<file path="src/rtl/ft_pkg.sv">
package ft_pkg;
  typedef enum logic [1:0] {
    SEL_CTRL = 2'd0,
    SEL_STAT = 2'd1,
    SEL_DATA = 2'd2,
    SEL_NONE = 2'd3
  } reg_sel_e;

  // bit order is the software-visible control layout
  typedef struct packed {
    logic [1:0] mode;
    logic       ovf;
    logic       en;
    logic       pwr;
  } ctrl_t;

  localparam int unsigned CTRL_W = $bits(ctrl_t);
endpackage

</file>
<file path="src/rtl/ft_ctrl.sv">
module ft_ctrl
  import ft_pkg::*;
(
  input  logic  clk_i,
  input  logic  rst_ni,
  input  logic  wr_i,
  input  ctrl_t wdata_i,
  input  logic  drop_i,
  output ctrl_t ctrl_o,
  output logic  flush_o
);
  ctrl_t ctrl_q;

  assign flush_o = wr_i & ~wdata_i.pwr;
  assign ctrl_o  = ctrl_q;

  always_ff @(posedge clk_i or negedge rst_ni) begin
    if (!rst_ni) begin
      ctrl_q <= '0;
    end else begin
      if (wr_i) begin
        ctrl_q.pwr  <= wdata_i.pwr;
        ctrl_q.en   <= wdata_i.en;
        ctrl_q.mode <= wdata_i.mode;
      end
      // sticky: a loss event wins over a same-cycle clear
      if (drop_i)                 ctrl_q.ovf <= 1'b1;
      else if (wr_i && !wdata_i.ovf) ctrl_q.ovf <= 1'b0;
    end
  end
endmodule

</file>
<file path="src/rtl/ft_lifo.sv">
module ft_lifo #(
  parameter int unsigned AW    = 32,
  parameter int unsigned DEPTH = 16,
  localparam int unsigned PW   = $clog2(DEPTH),
  localparam int unsigned CW   = $clog2(DEPTH + 1)
) (
  input  logic          clk_i,
  input  logic          rst_ni,
  input  logic          flush_i,
  input  logic          push_i,
  input  logic [AW-1:0] push_src_i,
  input  logic [AW-1:0] push_dst_i,
  input  logic          rd_i,
  output logic [AW-1:0] word_o,
  output logic [CW-1:0] cnt_o,
  output logic          half_o,
  output logic          drop_o
);
  logic [AW-1:0] src_mem [DEPTH];
  logic [AW-1:0] dst_mem [DEPTH];
  logic [PW-1:0] wp_q;
  logic [CW-1:0] cnt_q;
  logic          half_q;

  logic          empty, full, rd_act, pop;
  logic [PW-1:0] top_idx, wr_idx;

  assign empty   = (cnt_q == '0);
  assign full    = (cnt_q == CW'(DEPTH));
  assign rd_act  = rd_i & ~empty;
  assign pop     = rd_act & half_q;
  assign top_idx = wp_q - PW'(1);
  // pop and push together reuse the popped slot
  assign wr_idx  = pop ? top_idx : wp_q;
  assign drop_o  = push_i & ~pop & full & ~flush_i;

  assign word_o  = empty ? '0 : (half_q ? src_mem[top_idx] : dst_mem[top_idx]);
  assign cnt_o   = cnt_q;
  assign half_o  = half_q;

  always_ff @(posedge clk_i or negedge rst_ni) begin
    if (!rst_ni) begin
      wp_q   <= '0;
      cnt_q  <= '0;
      half_q <= 1'b0;
    end else if (flush_i) begin
      wp_q   <= '0;
      cnt_q  <= '0;
      half_q <= 1'b0;
    end else begin
      if (push_i && !pop)      wp_q <= wp_q + PW'(1);
      else if (pop && !push_i) wp_q <= wp_q - PW'(1);

      if (push_i && !pop && !full) cnt_q <= cnt_q + CW'(1);
      else if (pop && !push_i)     cnt_q <= cnt_q - CW'(1);

      if (push_i)      half_q <= 1'b0;
      else if (rd_act) half_q <= ~half_q;
    end
  end

  always_ff @(posedge clk_i) begin
    if (push_i && !flush_i) begin
      src_mem[wr_idx] <= push_src_i;
      dst_mem[wr_idx] <= push_dst_i;
    end
  end
endmodule

</file>
<file path="src/rtl/ft_rdmux.sv">
module ft_rdmux
  import ft_pkg::*;
#(
  parameter int unsigned AW = 32,
  parameter int unsigned DW = 32,
  parameter int unsigned CW = 5
) (
  input  logic          clk_i,
  input  logic          rst_ni,
  input  logic          rd_i,
  input  reg_sel_e      sel_i,
  input  ctrl_t         ctrl_i,
  input  logic [CW-1:0] cnt_i,
  input  logic [AW-1:0] word_i,
  output logic [DW-1:0] rdata_o
);
  logic [DW-1:0] rdata_q, rdata_d;

  always_comb begin
    unique case (sel_i)
      SEL_CTRL: rdata_d = DW'(ctrl_i);
      SEL_STAT: rdata_d = DW'(cnt_i);
      SEL_DATA: rdata_d = DW'(word_i);
      default:  rdata_d = '0;
    endcase
  end

  always_ff @(posedge clk_i or negedge rst_ni) begin
    if (!rst_ni)   rdata_q <= '0;
    else if (rd_i) rdata_q <= rdata_d;
  end

  assign rdata_o = rdata_q;
endmodule

</file>
<file path="src/rtl/flow_trace_buf.sv">
module flow_trace_buf
  import ft_pkg::*;
#(
  parameter int unsigned AW    = 32,
  parameter int unsigned DW    = 32,
  parameter int unsigned DEPTH = 16,
  localparam int unsigned CW   = $clog2(DEPTH + 1)
) (
  input  logic          clk_i,
  input  logic          rst_ni,
  input  logic          retire_vld_i,
  input  logic [AW-1:0] retire_src_i,
  input  logic [AW-1:0] retire_dst_i,
  input  logic [1:0]    reg_sel_i,
  input  logic          reg_wr_i,
  input  logic          reg_rd_i,
  input  logic [DW-1:0] reg_wdata_i,
  output logic [DW-1:0] reg_rdata_o
);
  reg_sel_e      sel;
  ctrl_t         ctrl;
  logic          ctrl_wr, data_rd, capture, flush, drop, half;
  logic [CW-1:0] cnt;
  logic [AW-1:0] word;

  assign sel     = reg_sel_e'(reg_sel_i);
  assign ctrl_wr = reg_wr_i & (sel == SEL_CTRL);
  assign data_rd = reg_rd_i & (sel == SEL_DATA);
  assign capture = retire_vld_i & ctrl.pwr & ctrl.en;

  ft_ctrl u_ctrl (
    .clk_i   (clk_i),
    .rst_ni  (rst_ni),
    .wr_i    (ctrl_wr),
    .wdata_i (ctrl_t'(reg_wdata_i[CTRL_W-1:0])),
    .drop_i  (drop),
    .ctrl_o  (ctrl),
    .flush_o (flush)
  );

  ft_lifo #(.AW(AW), .DEPTH(DEPTH)) u_lifo (
    .clk_i      (clk_i),
    .rst_ni     (rst_ni),
    .flush_i    (flush),
    .push_i     (capture),
    .push_src_i (retire_src_i),
    .push_dst_i (retire_dst_i),
    .rd_i       (data_rd),
    .word_o     (word),
    .cnt_o      (cnt),
    .half_o     (half),
    .drop_o     (drop)
  );

  ft_rdmux #(.AW(AW), .DW(DW), .CW(CW)) u_rdmux (
    .clk_i   (clk_i),
    .rst_ni  (rst_ni),
    .rd_i    (reg_rd_i),
    .sel_i   (sel),
    .ctrl_i  (ctrl),
    .cnt_i   (cnt),
    .word_i  (word),
    .rdata_o (reg_rdata_o)
  );
endmodule

</file>
<file path="config.mk">
export PLATFORM = sky130hd
export DESIGN_NAME = flow_trace_buf
export DESIGN_NICKNAME = d
export VERILOG_FILES = /design/src/rtl/ft_pkg.sv /design/src/rtl/ft_ctrl.sv /design/src/rtl/ft_lifo.sv /design/src/rtl/ft_rdmux.sv /design/src/rtl/flow_trace_buf.sv
export SDC_FILE = /design/constraint.sdc
export NUM_CORES = 1
export LEC_CHECK = 0
export BUFFER_PORTS_ARGS = -buffer_cell sky130_fd_sc_hd__buf_2
export CAP_MARGIN = 0
export CORE_MARGIN = 5
export CORE_UTILIZATION = 30
export CTS_BUF_LIST = sky130_fd_sc_hd__clkbuf_4 sky130_fd_sc_hd__clkbuf_8 sky130_fd_sc_hd__clkbuf_16
export DETAILED_ROUTE_END_ITERATION = 6
export PLACE_DENSITY = 0.47
export RECOVER_POWER = 50
export REMOVE_ABC_BUFFERS = 1
export SLEW_MARGIN = 20
export SYNTH_ARGS = -nofsm -noshare
export SYNTH_HDL_FRONTEND = slang
export SYNTH_SLANG_ARGS = --single-unit
</file>
<file path="constraint.sdc">
create_clock -name clk_i -period 11.55 [get_ports clk_i]
set_input_delay 2.31 -clock clk_i [delete_from_list [all_inputs] [get_ports clk_i]]
set_output_delay 2.31 -clock clk_i [all_outputs]
set_load 0.01 [all_outputs]
</file>
== Word level (Yosys, flattened, before mapping) ==
Memory sizes are Yosys's and may differ from the RTL's.
Index checks and enable logic that the tools add are counted.

* Flip-flop bits (word level): 47
* Bits in writable memories: 1024
* Bits of input ports: 103
* Output and inout port bits: 32
* Word-level logic and storage cells: 65
* Memories: 2

* Add/subtract/negate cells: 4
* Equality and inequality tests: 3
* Mux-type cells: 17
* Bitwise operators: 15
* Reductions and logical operators: 16

{| class="wikitable"
|+ Memories
! name !! depth !! width !! rd ports !! clocked after memory_dff !! wr ports !! RTL line !! RTL
|-
| u_lifo.dst_mem || 16 || 32 || 1 || 0 || 1 || ft_lifo.sv:20 || <nowiki>logic [AW-1:0] dst_mem [DEPTH];</nowiki>
|-
| u_lifo.src_mem || 16 || 32 || 1 || 0 || 1 || ft_lifo.sv:19 || <nowiki>logic [AW-1:0] src_mem [DEPTH];</nowiki>
|}

{| class="wikitable"
|+ Operator list
! kind !! count
|-
| $pmux 32 s3 || 1
|-
| $mux 32 || 2
|-
| $mux 4 || 4
|-
| $mux 5 || 3
|-
| $and 1x1->1 || 10
|-
| $reduce_bool 3->1 || 3
|-
| $mux 1 || 7
|-
| $add 5x1->5 const B || 1
|-
| $eq 5x5->1 const B || 1
|-
| $logic_and 1x1->1 || 5
|-
| $logic_not 1->1 || 5
|-
| $logic_not 5->1 || 1
|-
| $not 1->1 || 5
|-
| $sub 5x1->5 const B || 1
|-
| $add 4x1->4 const B || 1
|-
| $sub 4x1->4 const B || 1
|-
| $eq 2x1->1 const B || 1
|-
| $eq 2x2->1 const B || 1
|-
| $logic_not 2->1 || 1
|-
| $reduce_bool 2->1 || 1
|}

== Longest topological paths before layout ==
* Word-level depth: 9
* Gate-level depth with buffers: 16
* Mapped depth without buffers: 9

== Hierarchy ==
Synthesis repeated with hierarchy kept, for this count alone.

* Cells, all modules: 2257
* Area total of the unflattened synthesis: 41653.7 um^2

{| class="wikitable"
|+ By module, submodules not included
! module !! times used !! cells an instance !! area each (um^2) !! sequential area each (um^2)
|-
| ft_lifo || 1 || 2153 || 40173.5 || 30999.7
|-
| ft_rdmux || 1 || 89 || 1262.5 || 800.8
|-
| ft_ctrl || 1 || 12 || 190.2 || 125.1
|-
| flow_trace_buf || 1 || 3 || 27.5 || 0.0
|}

== Least setup slack after synthesis ==
No wires, ideal clock.

* Kind: input port to flip-flop
* Start: input port reg_sel_i[0]
* End: memory u_lifo.dst_mem[10][0] (enable)
* Library setup time: 0.565 ns
* Arrival: 7.908 ns
* Data required time: 10.985 ns
* Setup slack: 3.077 ns
* Stages on the path: 8
* Buffers on the path: 3
* Path through: buf_2 -> and4b_1 -> buf_2 -> a21boi_1 -> buf_2 -> mux2i_1 -> o22a_1 -> nor3_1

* Cells in the longest elaborated chain, start to end: 7
* Elaborated cells on any way between the ends: 12
* Classes of those cells: eq/ne: 1; mux: 3; bitwise: 5; reduce/logical: 3

{| class="wikitable"
|+ Ends and longest elaborated chain
! element !! RTL line !! RTL
|-
| start, declared || flow_trace_buf.sv:14 || <nowiki>input logic [1:0] reg_sel_i,</nowiki>
|-
| $logic_not 2->1 || flow_trace_buf.sv:27 || <nowiki>assign ctrl_wr = reg_wr_i & (sel == SEL_CTRL);</nowiki>
|-
| $and 1x1->1 || flow_trace_buf.sv:27 ||
|-
| $and 1x1->1 || ft_ctrl.sv:14 || <nowiki>assign flush_o = wr_i & ~wdata_i.pwr;</nowiki>
|-
| $logic_not 1->1 || ft_lifo.sv:63 || <nowiki>if (push_i && !flush_i) begin</nowiki>
|-
| $logic_and 1x1->1 || ft_lifo.sv:63 ||
|-
| $mux 1 || ft_lifo.sv:63 ||
|-
| $mux 1 (implied by the code) || ft_lifo.sv:65 || <nowiki>dst_mem[wr_idx] <= push_dst_i;</nowiki>
|-
| end, declared || ft_lifo.sv:20 ||
|}

Parallel ways exist; a longest one is shown, timed or not.

==> results.md <==
* Worst reg2reg path startpoint: u_lifo.wp_q[0]
* CP max stage cell: clkbuf_1
* Crit start category: input port
* Vias in the first global route at 22,287
* Crit path DAT at 5.57 ns
* Hold Fails Final Rpt at 0
* DR iter-0 viols at around 1,600
* Hpwl dp at 53,300 µm
* Crit path launch: rst_ni
* Final worst-path cycle share at approximately 52%
* Number of synthesized flops with an enable pin at 1,024
* YS warnings at 0
* Ratio of cells with drive above 1 in the final layout at roughly a fifth
* CTS Sinks at roughly 1,100
* Initial core utilization at between 30% and 40%
* First-pass GRT wire length at between 150,000 and 200,000 µm
* Hold path startpoint: u_ctrl.ctrl_o[4]
* Synth area leaders: edfxtp_1, mux4_2, dfrtp_1
* Fill cell count at 13,041
* Post-layout power at roughly 12 mW
* Post-Syn Area at 42,020 µm²
* Leak Pwr at 15.26 nW
* Initial antenna violation count at 19
* Most common cell in the netlist: edfxtp_1
* Setup TNS at 0 ns
* Clock Tree Root: clkbuf_16
* Clock Latency Late Sink at around 0.70 ns
* Row cnt at ~140
* CP Capture Type: asynchronous set/reset pin
* Worst hold margin at 0.4787 ns
* Pins Over Slew Limit at 36
* Multi-input gate area at ~9000 µm²
* Post-Route WL at 108,600 µm
* Crit-path max FO at 35
* WP data required at 11.15 ns
* Critical path class: in2async
* DR WL/cell at 25.32 µm
* CTS Buf Count at 114
* Clock slew at reported path FFs at approximately 0.060 ns
* Placed Cells at 4,065
* Pwr/cell area at about 250 nW/µm²
* Cells after synthesis at 2,177
* Setup Buffers After CTS at 0
* Syn-to-layout area delta at 15.14%
* Slew HR at -115.5%
* Worst vdd ir at 0.2716 mV
* Main flop type after synthesis: edfxtp_1
* Unrepaired setup endpoints after global routing: false
* Detailed-route via count at 21,158
* Fmax at 0.1676 GHz
* Crit path time final at 5.965 ns
* Slew @ Worst Pin at about 3.2 ns
* Cts repair resizes at 0
* CTS tree: done
* GR Overflow Total at 0
* Most numerous cell on the critical path: clkbuf_1
* # H-tree levels at 3
* Layout Utilization at a little over a third
* Nets at 2,416
* Chip width at between 300 and 400 µm
* Synth cell types at 62
* DR vias/cell at 4.935
* Hold crit path type: reg2reg
* Post-synth ARST share at 4.388%
* Core Area at 139,400 µm²
* Die ar. at 147,700 µm²
* Post-route cell area at 48,380 µm²
* Largest net degree at the start of global routing at around 150
* CP Cell Sequence: clkbuf_1, clkbuf_1
* Post-synth top cells: edfxtp_1, mux4_2, nand2_1, nand3_1, mux2i_1
* Post-route insts no fill at 4,287
* Final WS setup at 5.585 ns
* DRT Pass-1 Iters at 6
* Antenna Nets Post-Route at 0
* Failing checks: capacitance limit, slew limit
* Top cell type by total area after synthesis: edfxtp_1
* Max Cap Viol at 1
* Syn Area/Cell at 19.30 µm²
* GR Util All Layers at 14.52%
* Boundary Pins at 135
* Worst reg2reg setup slack at 6.60 ns
* Post-synthesis sequential area ratio at between 70% and 80%
* I/O Buffers at 107
* DP Area at 44,570 µm²
* Worst Skew at 0.02633 ns
* CTS Hold Buffers Added at 0
* Storage element area at around 32,000 µm²
* CP Buf/Inv Count at 2
* CP peak stage delay at 2.34 ns
* #FFs+latches synth at 1,071
* Die height at 384.3 µm
* Synth top area share at 73.18%
* Routability cong. at 0.7152
* Setup violators final at 0
* Longest Clk Path Bufs at 3
* Top delay family on crit path: buffers and inverters
* DRC errors left at 0
* Post-Place Setup Slack at 5.628 ns
* Outcome: finished with violations
-- cell usage in the layout (no fill, tap or decap), types with 7 or more instances in the layout --
cell type	instances
dfrtp_1	46
a2111oi_0	36
o22ai_1	27
buf_2	37
inv_1	30
nor2_1	14
nor2b_1	46
clkinv_1	23
nand3_1	156
mux4_2	200
buf_4	37
clkbuf_1	72
a41o_1	18
clkbuf_16	117
nor2_4	8
clkinv_2	19
xnor2_1	7
nor3_2	8
nor3_1	8
nand4_1	27
clkbuf_4	26
clkbuf_8	10
mux2i_1	90
edfxtp_1	1024
bufinv_16	10
nand2_1	197
o41ai_1	11
a211oi_1	8
-- sequential cells by signal, summed over array words and instances, names as in the netlist --
signal and cells:
u_ctrl.ctrl_o 5, u_lifo.cnt_o 5, u_lifo.dst_mem 512, u_lifo.half_o 1, u_lifo.src_mem 512, u_lifo.wp_q 4
u_rdmux.rdata_o 32
-- cell type report --
class,instances,share of cell area (%)
tap,1876,4.851
inverter,32,0.2483
sequential,1071,65.99
timing repair buffer,152,1.777
antenna,6,0.03103
clock buffer,153,6.739
multi-input combinational,936,19.16
clock inverter,61,1.202
-- worst min-delay path: stages, from the launching register on --
cell     delay [ns]
dfrtp_1        0.34
nand2_1        0.05
nand2_1        0.05
-- report_power, final --
group | internal (mW) | switching [mW] | leakage (nW)
clock network | 2.20 | 1.49 | 1.93
logic | 1.50 | 2.39 | 3.51
registers | 4.41 | 0.135 | 9.82
total | 8.10 | 4.01 | 15.3
-- routing by layer --
metal	routed length [µm]	global-route usage (%)	part of all wire, %
met2	55390	25.70	51
met4	2505	3.506	2.3
met5	93	0	0.086
met1	45470	18.32	42
met3	5094	2.907	4.7
-- cells by family after synthesis --
logic type      count (synthesis)  synth area share, %
flops                        1071                75.97
fa+ha+maj                       6               0.1965
compound gates                144                2.894
simple gates                  480                5.366
mux                           295                13.00
buf+inv                       170                2.325
xor+xnor                       11               0.2472
-- worst paths after layout --
| kind | end | cells after the start |
|---|---|---|
| min in group asynchronous | u_rdmux.rdata_o[22] | 1 |
| worst min-delay path | u_ctrl.ctrl_o[4] | 2 |
| worst min register to register | u_ctrl.ctrl_o[4] | 2 |
| max in group clk_i | u_lifo.src_mem[0][19] | 9 |
| worst max register to register | u_lifo.dst_mem[5][30] | 7 |
| worst max-delay path | u_lifo.wp_q[0] | 2 |
Note: power is estimated with default switching activity, not from simulation.
